**config.mk**
```make
export PLATFORM = sky130hd
export DESIGN_NAME = uart_tx_engine
export DESIGN_NICKNAME = d
export VERILOG_FILES = /design/src/rtl/uart_tx_pkg.sv /design/src/rtl/uart_tx_buf.sv /design/src/rtl/uart_tx_bitclk.sv /design/src/rtl/uart_tx_shifter.sv /design/src/rtl/uart_tx_engine.sv
export SDC_FILE = /design/constraint.sdc
export NUM_CORES = 1
export LEC_CHECK = 0
export ABC_AREA = 1
export ABC_CLOCK_PERIOD_IN_PS = 2700
export BUFFER_PORTS_ARGS = -buffer_cell sky130_fd_sc_hd__clkbuf_2
export CAP_MARGIN = 5
export CORE_ASPECT_RATIO = 0.8
export CORE_MARGIN = 3
export CORE_UTILIZATION = 45
export DETAILED_ROUTE_END_ITERATION = 8
export SYNTH_ARGS = -nofsm -noshare
export SYNTH_HDL_FRONTEND = slang
export SYNTH_SLANG_ARGS = --single-unit
```
**constraint.sdc**
```tcl
create_clock -name clk -period 2.7 [get_ports clk]
set_input_delay 0.135 -clock clk [delete_from_list [all_inputs] [get_ports clk]]
set_output_delay 0.135 -clock clk [all_outputs]
set_load 0.02 [all_outputs]
```
**src/rtl/uart_tx_pkg.sv**
```systemverilog
package uart_tx_pkg;

    localparam int BYTE_W = 8;

    typedef enum logic [2:0] {
        ST_IDLE  = 3'd0,
        ST_START = 3'd1,
        ST_DATA  = 3'd2,
        ST_PAR   = 3'd3,
        ST_STOP  = 3'd4,
        ST_BREAK = 3'd5,
        ST_MARK  = 3'd6
    } tx_state_e;

    typedef struct packed {
        logic par_en;
        logic par_even;
        logic two_stop;
    } frame_cfg_t;

    function automatic logic parity_bit(input logic [BYTE_W-1:0] d, input logic even);
        return even ? (^d) : (~^d);
    endfunction

endpackage

```
**src/rtl/uart_tx_buf.sv**
```systemverilog
module uart_tx_buf
    import uart_tx_pkg::*;
#(
    parameter int DEPTH = 16
) (
    input  logic                          clk,
    input  logic                          rst,
    input  logic                          one_slot,
    input  logic                          push_req,
    input  logic [BYTE_W-1:0]             push_data,
    input  logic                          pop,
    output logic [BYTE_W-1:0]             head,
    output logic                          full,
    output logic                          empty,
    output logic [$clog2(DEPTH+1)-1:0]    count
);
    localparam int AW = $clog2(DEPTH);
    localparam int CW = $clog2(DEPTH + 1);

    logic [BYTE_W-1:0] mem [DEPTH];
    logic [AW-1:0]     wr_ptr, rd_ptr;
    logic [CW-1:0]     limit;
    logic              push;

    function automatic logic [AW-1:0] ptr_next(input logic [AW-1:0] p);
        return (p == AW'(DEPTH - 1)) ? '0 : p + 1'b1;
    endfunction

    assign limit = one_slot ? CW'(1) : CW'(DEPTH);
    assign full  = (count >= limit);
    assign empty = (count == '0);
    assign push  = push_req && !full;
    assign head  = mem[rd_ptr];

    always_ff @(posedge clk) begin
        if (push) mem[wr_ptr] <= push_data;
    end

    always_ff @(posedge clk) begin
        if (rst) begin
            wr_ptr <= '0;
            rd_ptr <= '0;
            count  <= '0;
        end else begin
            if (push) wr_ptr <= ptr_next(wr_ptr);
            if (pop)  rd_ptr <= ptr_next(rd_ptr);
            count <= count + CW'(push) - CW'(pop);
        end
    end
endmodule

```
**src/rtl/uart_tx_bitclk.sv**
```systemverilog
module uart_tx_bitclk #(
    parameter int TICKS_PER_BIT = 16
) (
    input  logic clk,
    input  logic rst,
    input  logic baud_tick,
    input  logic run,
    output logic bit_end
);
    localparam int TW = $clog2(TICKS_PER_BIT);

    logic [TW-1:0] tcnt;
    logic          last;

    assign last    = (tcnt == TW'(TICKS_PER_BIT - 1));
    assign bit_end = run && baud_tick && last;

    always_ff @(posedge clk) begin
        if (rst || !run) begin
            tcnt <= '0;
        end else if (baud_tick) begin
            tcnt <= last ? '0 : tcnt + 1'b1;
        end
    end
endmodule

```
**src/rtl/uart_tx_shifter.sv**
```systemverilog
module uart_tx_shifter
    import uart_tx_pkg::*;
(
    input  logic              clk,
    input  logic              rst,
    input  logic              baud_tick,
    input  logic              bit_end,
    input  logic              have_byte,
    input  logic [BYTE_W-1:0] byte_in,
    input  frame_cfg_t        live_cfg,
    input  logic              brk_req,
    output logic              pop,
    output logic              bit_run,
    output logic              txd,
    output tx_state_e         state
);
    localparam int IW = $clog2(BYTE_W);

    logic [BYTE_W-1:0] shreg;
    logic [IW-1:0]     idx;
    logic              second_stop;
    logic              par_q;
    frame_cfg_t        fcfg;
    logic              start_ok;

    assign start_ok = baud_tick && have_byte && !brk_req;
    assign pop      = (state == ST_IDLE) && start_ok;
    assign bit_run  = (state == ST_START) || (state == ST_DATA) || (state == ST_PAR) ||
                      (state == ST_STOP)  || (state == ST_MARK);

    always_comb begin
        unique case (state)
            ST_START: txd = 1'b0;
            ST_DATA:  txd = shreg[0];
            ST_PAR:   txd = par_q;
            ST_BREAK: txd = 1'b0;
            default:  txd = 1'b1;
        endcase
    end

    always_ff @(posedge clk) begin
        if (rst) begin
            state       <= ST_IDLE;
            shreg       <= '0;
            idx         <= '0;
            second_stop <= 1'b0;
            par_q       <= 1'b0;
            fcfg        <= '0;
        end else begin
            unique case (state)
                ST_IDLE: begin
                    if (brk_req) begin
                        state <= ST_BREAK;
                    end else if (start_ok) begin
                        state <= ST_START;
                        shreg <= byte_in;
                        fcfg  <= live_cfg;
                        par_q <= parity_bit(byte_in, live_cfg.par_even);
                    end
                end
                ST_START: begin
                    if (bit_end) begin
                        state <= ST_DATA;
                        idx   <= '0;
                    end
                end
                ST_DATA: begin
                    if (bit_end) begin
                        shreg <= shreg >> 1;
                        if (idx == IW'(BYTE_W - 1)) begin
                            state       <= fcfg.par_en ? ST_PAR : ST_STOP;
                            second_stop <= 1'b0;
                        end else begin
                            idx <= idx + 1'b1;
                        end
                    end
                end
                ST_PAR: begin
                    if (bit_end) begin
                        state       <= ST_STOP;
                        second_stop <= 1'b0;
                    end
                end
                ST_STOP: begin
                    if (bit_end) begin
                        if (fcfg.two_stop && !second_stop) second_stop <= 1'b1;
                        else                               state       <= ST_IDLE;
                    end
                end
                ST_BREAK: begin
                    if (!brk_req) state <= ST_MARK;
                end
                ST_MARK: begin
                    if (bit_end) state <= ST_IDLE;
                end
                default: state <= ST_IDLE;
            endcase
        end
    end
endmodule

```
**src/rtl/uart_tx_engine.sv**
```systemverilog
module uart_tx_engine
    import uart_tx_pkg::*;
#(
    parameter int DEPTH         = 16,
    parameter int TICKS_PER_BIT = 16
) (
    input  logic       clk,
    input  logic       rst,
    input  logic       baud_tick,
    input  logic [7:0] wr_data,
    input  logic       wr_valid,
    output logic       wr_ready,
    input  logic       cfg_fifo_en,
    input  logic       cfg_two_stop,
    input  logic       cfg_par_en,
    input  logic       cfg_par_even,
    input  logic       cfg_break,
    output logic       txd,
    output logic       buf_full,
    output logic       buf_empty,
    output logic       busy
);
    localparam int CNT_W = $clog2(DEPTH + 1);

    logic [BYTE_W-1:0] head;
    logic [CNT_W-1:0]  fifo_cnt;
    logic              pop;
    logic              bit_run;
    logic              bit_end;
    tx_state_e         ser_st;
    frame_cfg_t        live_cfg;

    assign live_cfg = '{par_en: cfg_par_en, par_even: cfg_par_even, two_stop: cfg_two_stop};

    uart_tx_buf #(.DEPTH(DEPTH)) buf_i (
        .clk       (clk),
        .rst       (rst),
        .one_slot  (!cfg_fifo_en),
        .push_req  (wr_valid),
        .push_data (wr_data),
        .pop       (pop),
        .head      (head),
        .full      (buf_full),
        .empty     (buf_empty),
        .count     (fifo_cnt)
    );

    uart_tx_bitclk #(.TICKS_PER_BIT(TICKS_PER_BIT)) bitclk_i (
        .clk       (clk),
        .rst       (rst),
        .baud_tick (baud_tick),
        .run       (bit_run),
        .bit_end   (bit_end)
    );

    uart_tx_shifter shift_i (
        .clk       (clk),
        .rst       (rst),
        .baud_tick (baud_tick),
        .bit_end   (bit_end),
        .have_byte (!buf_empty),
        .byte_in   (head),
        .live_cfg  (live_cfg),
        .brk_req   (cfg_break),
        .pop       (pop),
        .bit_run   (bit_run),
        .txd       (txd),
        .state     (ser_st)
    );

    assign wr_ready = !buf_full;
    assign busy     = (ser_st != ST_IDLE);
endmodule

```
==> results by group, run 1 <==
Route
  • WL met3: between 1000 and 1500 um
  • Initial drt markers: between 400 and 500
  • DRC Markers: 0
  • Avg WL per Cell: 15.95 um
  • Met2 Routed Length: approximately 7900 um
  • ANT nets after route: 0
  • M1 wire length: about 7400 um
  • Uppermost routed layer: met4
  • Final wirelength: approximately 17000 um
  • Total number of vias: between 5000 and 6000
  • Via density: 5.143
  • DR pass1 iterations: 5

Worst setup path
  • CP top delay family: adder cells
  • Buffers & Inverters on Critical Path: 4
  • R2R Path End: buf_i.count[4]
  • Slowest cell on the critical path: dfxtp_1
  • CP endpoint kind: flip-flop
  • Crit path max fanout: 6
  • R2r setup slk: approximately 210 ps
  • WP data required: 3010 ps
  • Worst setup SP type: flip-flop
  • CP peak stage delay: a little over 400 ps
  • Reg-to-Reg Start: buf_i.count[0]
  • CP dominant cell by count: nand2_1
  • Arrival time worst endpoint: 2790 ps
  • Critical path type: reg2reg
  • Worst-case reg-to-reg path depth: 16
  • Start point of the critical path: buf_i.count[0]
  • CP cell instances: inv_1 > ha_1 > nand2_1 > o2111ai_1 > nand2_1 > nand2_1 > inv_1 > nand2_1 > inv_2 > ha_1 > inv_1 > fa_2 > o21bai_1 > a21oi_1 > o21ai_0 > a21oi_1

Yosys
  • #FFs+latches synth: 167
  • Ys flop type: edfxtp_1
  • Ys Warns: 0
  • Synthesized area: between 0.007 and 0.008 sq mm
  • Sequential element share of the synthesized area: 0.6170
  • Largest area contributor in the netlist: edfxtp_1
  • Yosys top cell area share: 0.5129
  • Synth cell count leaders: nand2_1 (182), edfxtp_1 (128), nor2_1 (93), inv_1 (80), nand3_1 (69)
  • Cells after Synth: approximately 770
  • Syn Area/Cell: between 9 and 10 sq um
  • Mapped Nets: approximately 800
  • Most frequent cell after synthesis: nand2_1
  • Post-synth EDFFs: roughly 130
  • Synth top area cells: edfxtp_1 (51%), dfxtp_1 (10%), nand2_1 (9.1%)
  • Async SR Flop Fraction: 0
  • Post-synthesis cell type count: between 40 and 50

Worst hold path
  • Hold_sp: baud_tick
  • Hold Path Depth: 3
  • Worst hold endpoint: bitclk_i.tcnt[1]
  • Worst hold path class: in2reg

Layout
  • FILL cells: between 1000 and 1500
  • # nets final: 848
  • Diode count: 0
  • Fin area: around 0.0085 sq mm
  • Core Util, Final: 0.5302
  • P&R area growth vs syn: 13.59%
  • Share of cells above drive strength 1: 0.1248

STA
  • Worst-Margin Slew: about 660 ps
  • Relative slew slack: 0.5599
  • Setup Viol. Count Final: 0
  • Tcrit/Tclk final: 0.9207
  • Final hold vios: 0
  • Slew Limit Fails: 0
  • Fin Clk Skew: just under 8 ps
  • Worst Setup Slack, final: 214.2 ps
  • Hold Worst Slack: roughly 74 ps
  • Fmax achieved: 402.3 MHz
  • Tmin final: roughly 2500 ps

Clock tree
  • Clock H-tree levels: 4
  • CTS root buffer: clkbuf_16
  • Clk_lat worst skew: 420 ps
  • CTS tree: done
  • Worst-path clk slew: 60 ps
  • Longest Clk Path Bufs: 2
  • Clock sinks: 167
  • TritonCTS buffer count: 17

Global route
  • Initial antenna violation count: 0
  • Number of global-route vias before repair: a little over 5000
  • First-pass GRT wire length: about 26000 um
  • Largest net degree at the start of global routing: 61
  • Overflow after GRT: 0
  • GRT Total Usage: 0.1925

Floorplanning
  • Initial Util: 0.4668
  • Die X: 150.3 um
  • Die H: approximately 120 um
  • Rows: approximately 40
  • I/O pin total: 22
  • Die area: ~0.018 sq mm
  • Core Box Area: 0.01606 sq mm

Outcome
  • Outcome: finished clean

Placed design
  • Number of port buffers: 21
  • GPL Wtd Cong: a little under 0.9
  • DP HPWL: 10680 um
  • Area after DPL: approximately 0.0079 sq mm
  • Dpl ws: approximately 63 ps

Run
  • Total of max-cap violations: 0

Power and ir drop
  • PD cells: between 800 and 900 mW/mm^2
  • Leakage: about 3.4 nW
  • Worst VDD drop: between 400 and 500 uV
  • Final total power: ~7.3 mW
-- what timing repair did --
action,CTS,global route
hold buffers,2,0
endpoints found under the hold margin,2,0
setup endpoints to repair,0,2
resized for setup,0,7
setup buffers,0,1
-- final cells by class --
cell class	instances	area (sq um)	area share
clock buffer	17	425.4	0.04997
clock inverter	14	102.6	0.01205
inverter	86	322.8	0.03792
multi-input combinational	486	2364	0.2776
sequential	167	4627	0.5435
tap	215	269.0	0.03160
timing repair buffer	55	402.9	0.04733
-- tightest hold or removal path, stage by stage --
cell      delay, ps
clkbuf_2        160
mux2i_1          90
nor2_1           80
-- flip-flops by register name, indices dropped and copies added, names as in the netlist, named ones only --
signal / flops
shift_i.shreg: 8
buf_i.count: 5
shift_i.idx: 3
shift_i.state: 3
buf_i.mem: 128
shift_i.fcfg: 2
shift_i.par_q: 1
buf_i.wr_ptr: 4
bitclk_i.tcnt: 4
shift_i.second_stop: 1
buf_i.rd_ptr: 4
-- metrics by stage --
stage	setup TNS [ps]	cells
finish	0	1040
global route	-6.526	1040
CTS	0	1039
detailed placement	0	1006
global placement	0	1006
floorplan	0	768
-- how the worst max path moves through the flow --
stage	depth (start not counted)	end	slack, ps
global route	18	buf_i.count[4]	-7
finish	16	buf_i.count[4]	210
CTS	18	buf_i.count[4]	50
detailed placement	18	buf_i.count[4]	60
floorplan	13	buf_i.mem[7][0]	70
global placement	18	buf_i.count[4]	200
-- cells by family after synthesis --
logic type      share of synthesized area
compound gates                    0.07930
xor+xnor                         0.002338
fa+ha+maj                         0.03105
buf+inv                           0.06962
flops                              0.6170
mux                              0.001336
simple gates                       0.1993
-- layout by cell type, fill, tap and decap left out, drive strengths merged, types with 2 or more instances in the layout --
cell / instances
nand3: 70
inv: 89
o211ai: 15
edfxtp: 128
buf: 32
dfxtp: 39
ha: 17
nor3b: 3
or2: 2
nor2: 95
clkinv: 9
o21ai: 49
nor3: 7
a211oi: 2
clkbuf: 38
a21oi: 29
nand2: 184
dlygate4sd3: 2
clkinvlp: 2
-- per-layer routing --
metal,vias to the layer above,GRT usage
met1,2515,0.2526
met2,153,0.3089
met5,-,0
met4,0,0.05371
li1,2663,-
met3,18,0.06087
-- report_power, final --
group / total, mW / internal, mW / switching (mW)
clock: 2.18 / 1.18 / 1.01
combinational: 2.08 / 0.705 / 1.37
sequential: 3.09 / 2.97 / 0.123
total: 7.35 / 4.85 / 2.50
(Power assumes the default switching activity.)
==> run 2, diff against run 1 <==
--- a/config.mk
+++ b/config.mk
@@ -6,12 +6,12 @@
 export NUM_CORES = 1
 export LEC_CHECK = 0
 export ABC_AREA = 1
-export ABC_CLOCK_PERIOD_IN_PS = 2700
+export ABC_CLOCK_PERIOD_IN_PS = 2900
 export BUFFER_PORTS_ARGS = -buffer_cell sky130_fd_sc_hd__clkbuf_2
 export CAP_MARGIN = 5
 export CORE_ASPECT_RATIO = 0.8
 export CORE_MARGIN = 3
-export CORE_UTILIZATION = 45
+export CORE_UTILIZATION = 35
 export DETAILED_ROUTE_END_ITERATION = 8
 export SYNTH_ARGS = -nofsm -noshare
 export SYNTH_HDL_FRONTEND = slang
==> constraint.sdc (replaced) <==
create_clock -name clk -period 2.9 [get_ports clk]
set_input_delay 0.145 -clock clk [delete_from_list [all_inputs] [get_ports clk]]
set_output_delay 0.145 -clock clk [all_outputs]
set_load 0.02 [all_outputs]
==> results by group, run 2 (synthesis results as in run 1) <==
Clock tree
  • Clk_lat worst skew: roughly 420 ps
  • Longest Clk Path Bufs: 2
  • CTS tree: done
  • Worst-path clk slew: ~70 ps
  • TritonCTS buffer count: 17
  • Clock sinks: around 170
  • CTS root buffer: clkbuf_16
  • Clock H-tree levels: 4

STA
  • Tmin final: 2558 ps
  • Fin Clk Skew: about 8.2 ps
  • Relative slew slack: 0.6745
  • Slew Limit Fails: 0
  • RSZ-0062 raised after global routing: false
  • Tcrit/Tclk final: 0.8820
  • Setup TNS: 0 ps
  • Worst-Margin Slew: slightly below 500 ps
  • Fmax achieved: slightly below 400 MHz
  • Final hold vios: 0
  • Setup Viol. Count Final: 0
  • Worst Setup Slack, final: about 340 ps
  • Hold Worst Slack: 97.76 ps

Layout
  • Largest register FFs: between 100 and 150
  • Diode count: 0
  • Core Util, Final: 0.4113
  • # nets final: 845
  • Biggest regs: buf_i.mem: 128 flops, shift_i.shreg: 8 flops, buf_i.count: 5 flops
  • P&R area growth vs syn: 14.56%
  • Layout Cells excl Fill: around 1100
  • Commonest non-fill, non-tap cells in the layout: nand2_1 (182), edfxtp_1 (128), nor2_1 (92)
  • Largest Register: buf_i.mem
  • Most common cell after layout, fill and taps aside: nand2_1
  • Share of cells above drive strength 1: 0.1179
  • FILL cells: a little under 2000

Worst hold path
  • Worst hold path class: in2reg
  • Hold Path Depth: 3

Placed design
  • DP HPWL: 10550 um
  • Placed cell count: between 1000 and 1500
  • Number of port buffers: 21
  • Dpl ws: between 200 and 300 ps
  • GPL Wtd Cong: 0.7974

Floorplanning
  • Die area: roughly 0.023 sq mm
  • I/O pin total: 22
  • Rows: 47
  • Core Box Area: between 0.02 and 0.025 sq mm
  • Initial Util: 0.3590
  • Die X: between 150 and 200 um
  • Die H: approximately 140 um

Worst setup path
  • CP endpoint kind: flip-flop
  • Crit path max fanout: 6
  • Arrival time worst endpoint: 2870 ps
  • WP data required: 3210 ps
  • Worst setup SP type: flip-flop
  • Critical path type: reg2reg
  • Worst-case reg-to-reg path depth: 16

Power and ir drop
  • PD cells: between 800 and 900 mW/mm^2
  • Sw Ratio: 0.3302
  • Sequential share of power: 0.412
  • Switch Pwr: around 2.3 mW
  • Power share of the clock group: 0.323
  • Leakage: around 3.4 nW
  • Int Power: between 4 and 5 mW
  • Combinational Power Share: 0.266
  • Worst VDD drop: ~400 uV

Route
  • Total number of vias: 5242
  • DRC Markers: 0
  • DR pass1 iterations: 5
  • Avg WL per Cell: ~15 um
  • Final wirelength: approximately 16000 um
  • Via density: between 4 and 5
  • ANT nets after route: 0
  • Initial drt markers: ~460

Global route
  • Initial antenna violation count: 0
  • Number of global-route vias before repair: around 4700
  • Overflow after GRT: 0
  • Largest net degree at the start of global routing: between 70 and 80
  • GRT Total Usage: 0.1451
  • First-pass GRT wire length: roughly 26000 um

Run
  • Total of max-cap violations: 0

Outcome
  • Outcome: finished clean
==> run 2: cell count changes in the layout (fill, tap and decap cells not counted), sizes merged <==
cell	delta
buf	-3
clkinv	-3
bufinv	+2
inv	+2
==> run 2: what timing repair did <==
item                                    in CTS  in global routing
buffers inserted                             0                  0
endpoints found under the setup margin       0                  1
resized for setup                            0                  3
hold buffers                                 2                  0
hold endpoints to repair                     2                  0
==> run 2: routing by layer <==
layer | GRT usage | up-vias | wire [um]
met4 | 0.04723 | 0 | 253
met1 | 0.2149 | 2432 | 7918
met2 | 0.2139 | 130 | 7267
met3 | 0.02859 | 21 | 929
li1 | - | 2659 | -
met5 | 0 | - | 0
==> run 2: layout make-up <==
type | instances | area [sq um] | area share
repair buffers | 52 | 355.3 | 0.04139
well taps | 269 | 336.6 | 0.03920
inverters | 86 | 322.8 | 0.03760
clock inverters | 15 | 163.9 | 0.01909
clock buffers | 17 | 425.4 | 0.04955
flip-flops and latches | 167 | 4626 | 0.5388
multi-input cells | 486 | 2356 | 0.2744
==> run 2: worst paths after layout <==
check | from | slack [ps] | to
setup reg to reg | buf_i.count[0] | 340 | buf_i.count[4]
hold reg to reg | shift_i.shreg[7] | 470 | shift_i.shreg[7]
setup / recovery | buf_i.count[0] | 340 | buf_i.count[4]
hold / removal | baud_tick | 100 | bitclk_i.tcnt[1]
==> run 2: power by group through the flow <==
stage | clock network [mW] | logic (mW) | registers [mW]
after floorplan | 0 | 1.39 | 2.89
after global placement | 0 | 1.82 | 2.91
after detailed placement | 0 | 1.84 | 2.91
after CTS | 2.29 | 1.85 | 2.86
after global routing | 2.40 | 2.13 | 2.89
final | 2.25 | 1.85 | 2.87
==> run 2: stage by stage <==
step           power, mW  cell area [sq um]
4_1_cts            7.003               8578
2_1_floorplan      4.280               7495
5_1_grt            7.411               8586
3_3_place_gp       4.729               7969
6_report           6.968               8586
3_5_place_dp       4.753               7969
==> run 2: worst max-delay path: stages, from the launching register on <==
cell and delay, ps:
dfxtp_1 420, inv_1 70, ha_1 260, nand2_1 60, o2111ai_1 80, nand2_1 70, nand2_1 60, inv_1 70
nand2_1 140, inv_2 140, ha_1 180, inv_1 50, fa_1 400, o21bai_1 140, a21oi_1 90, o21ai_0 150
a21oi_1 60
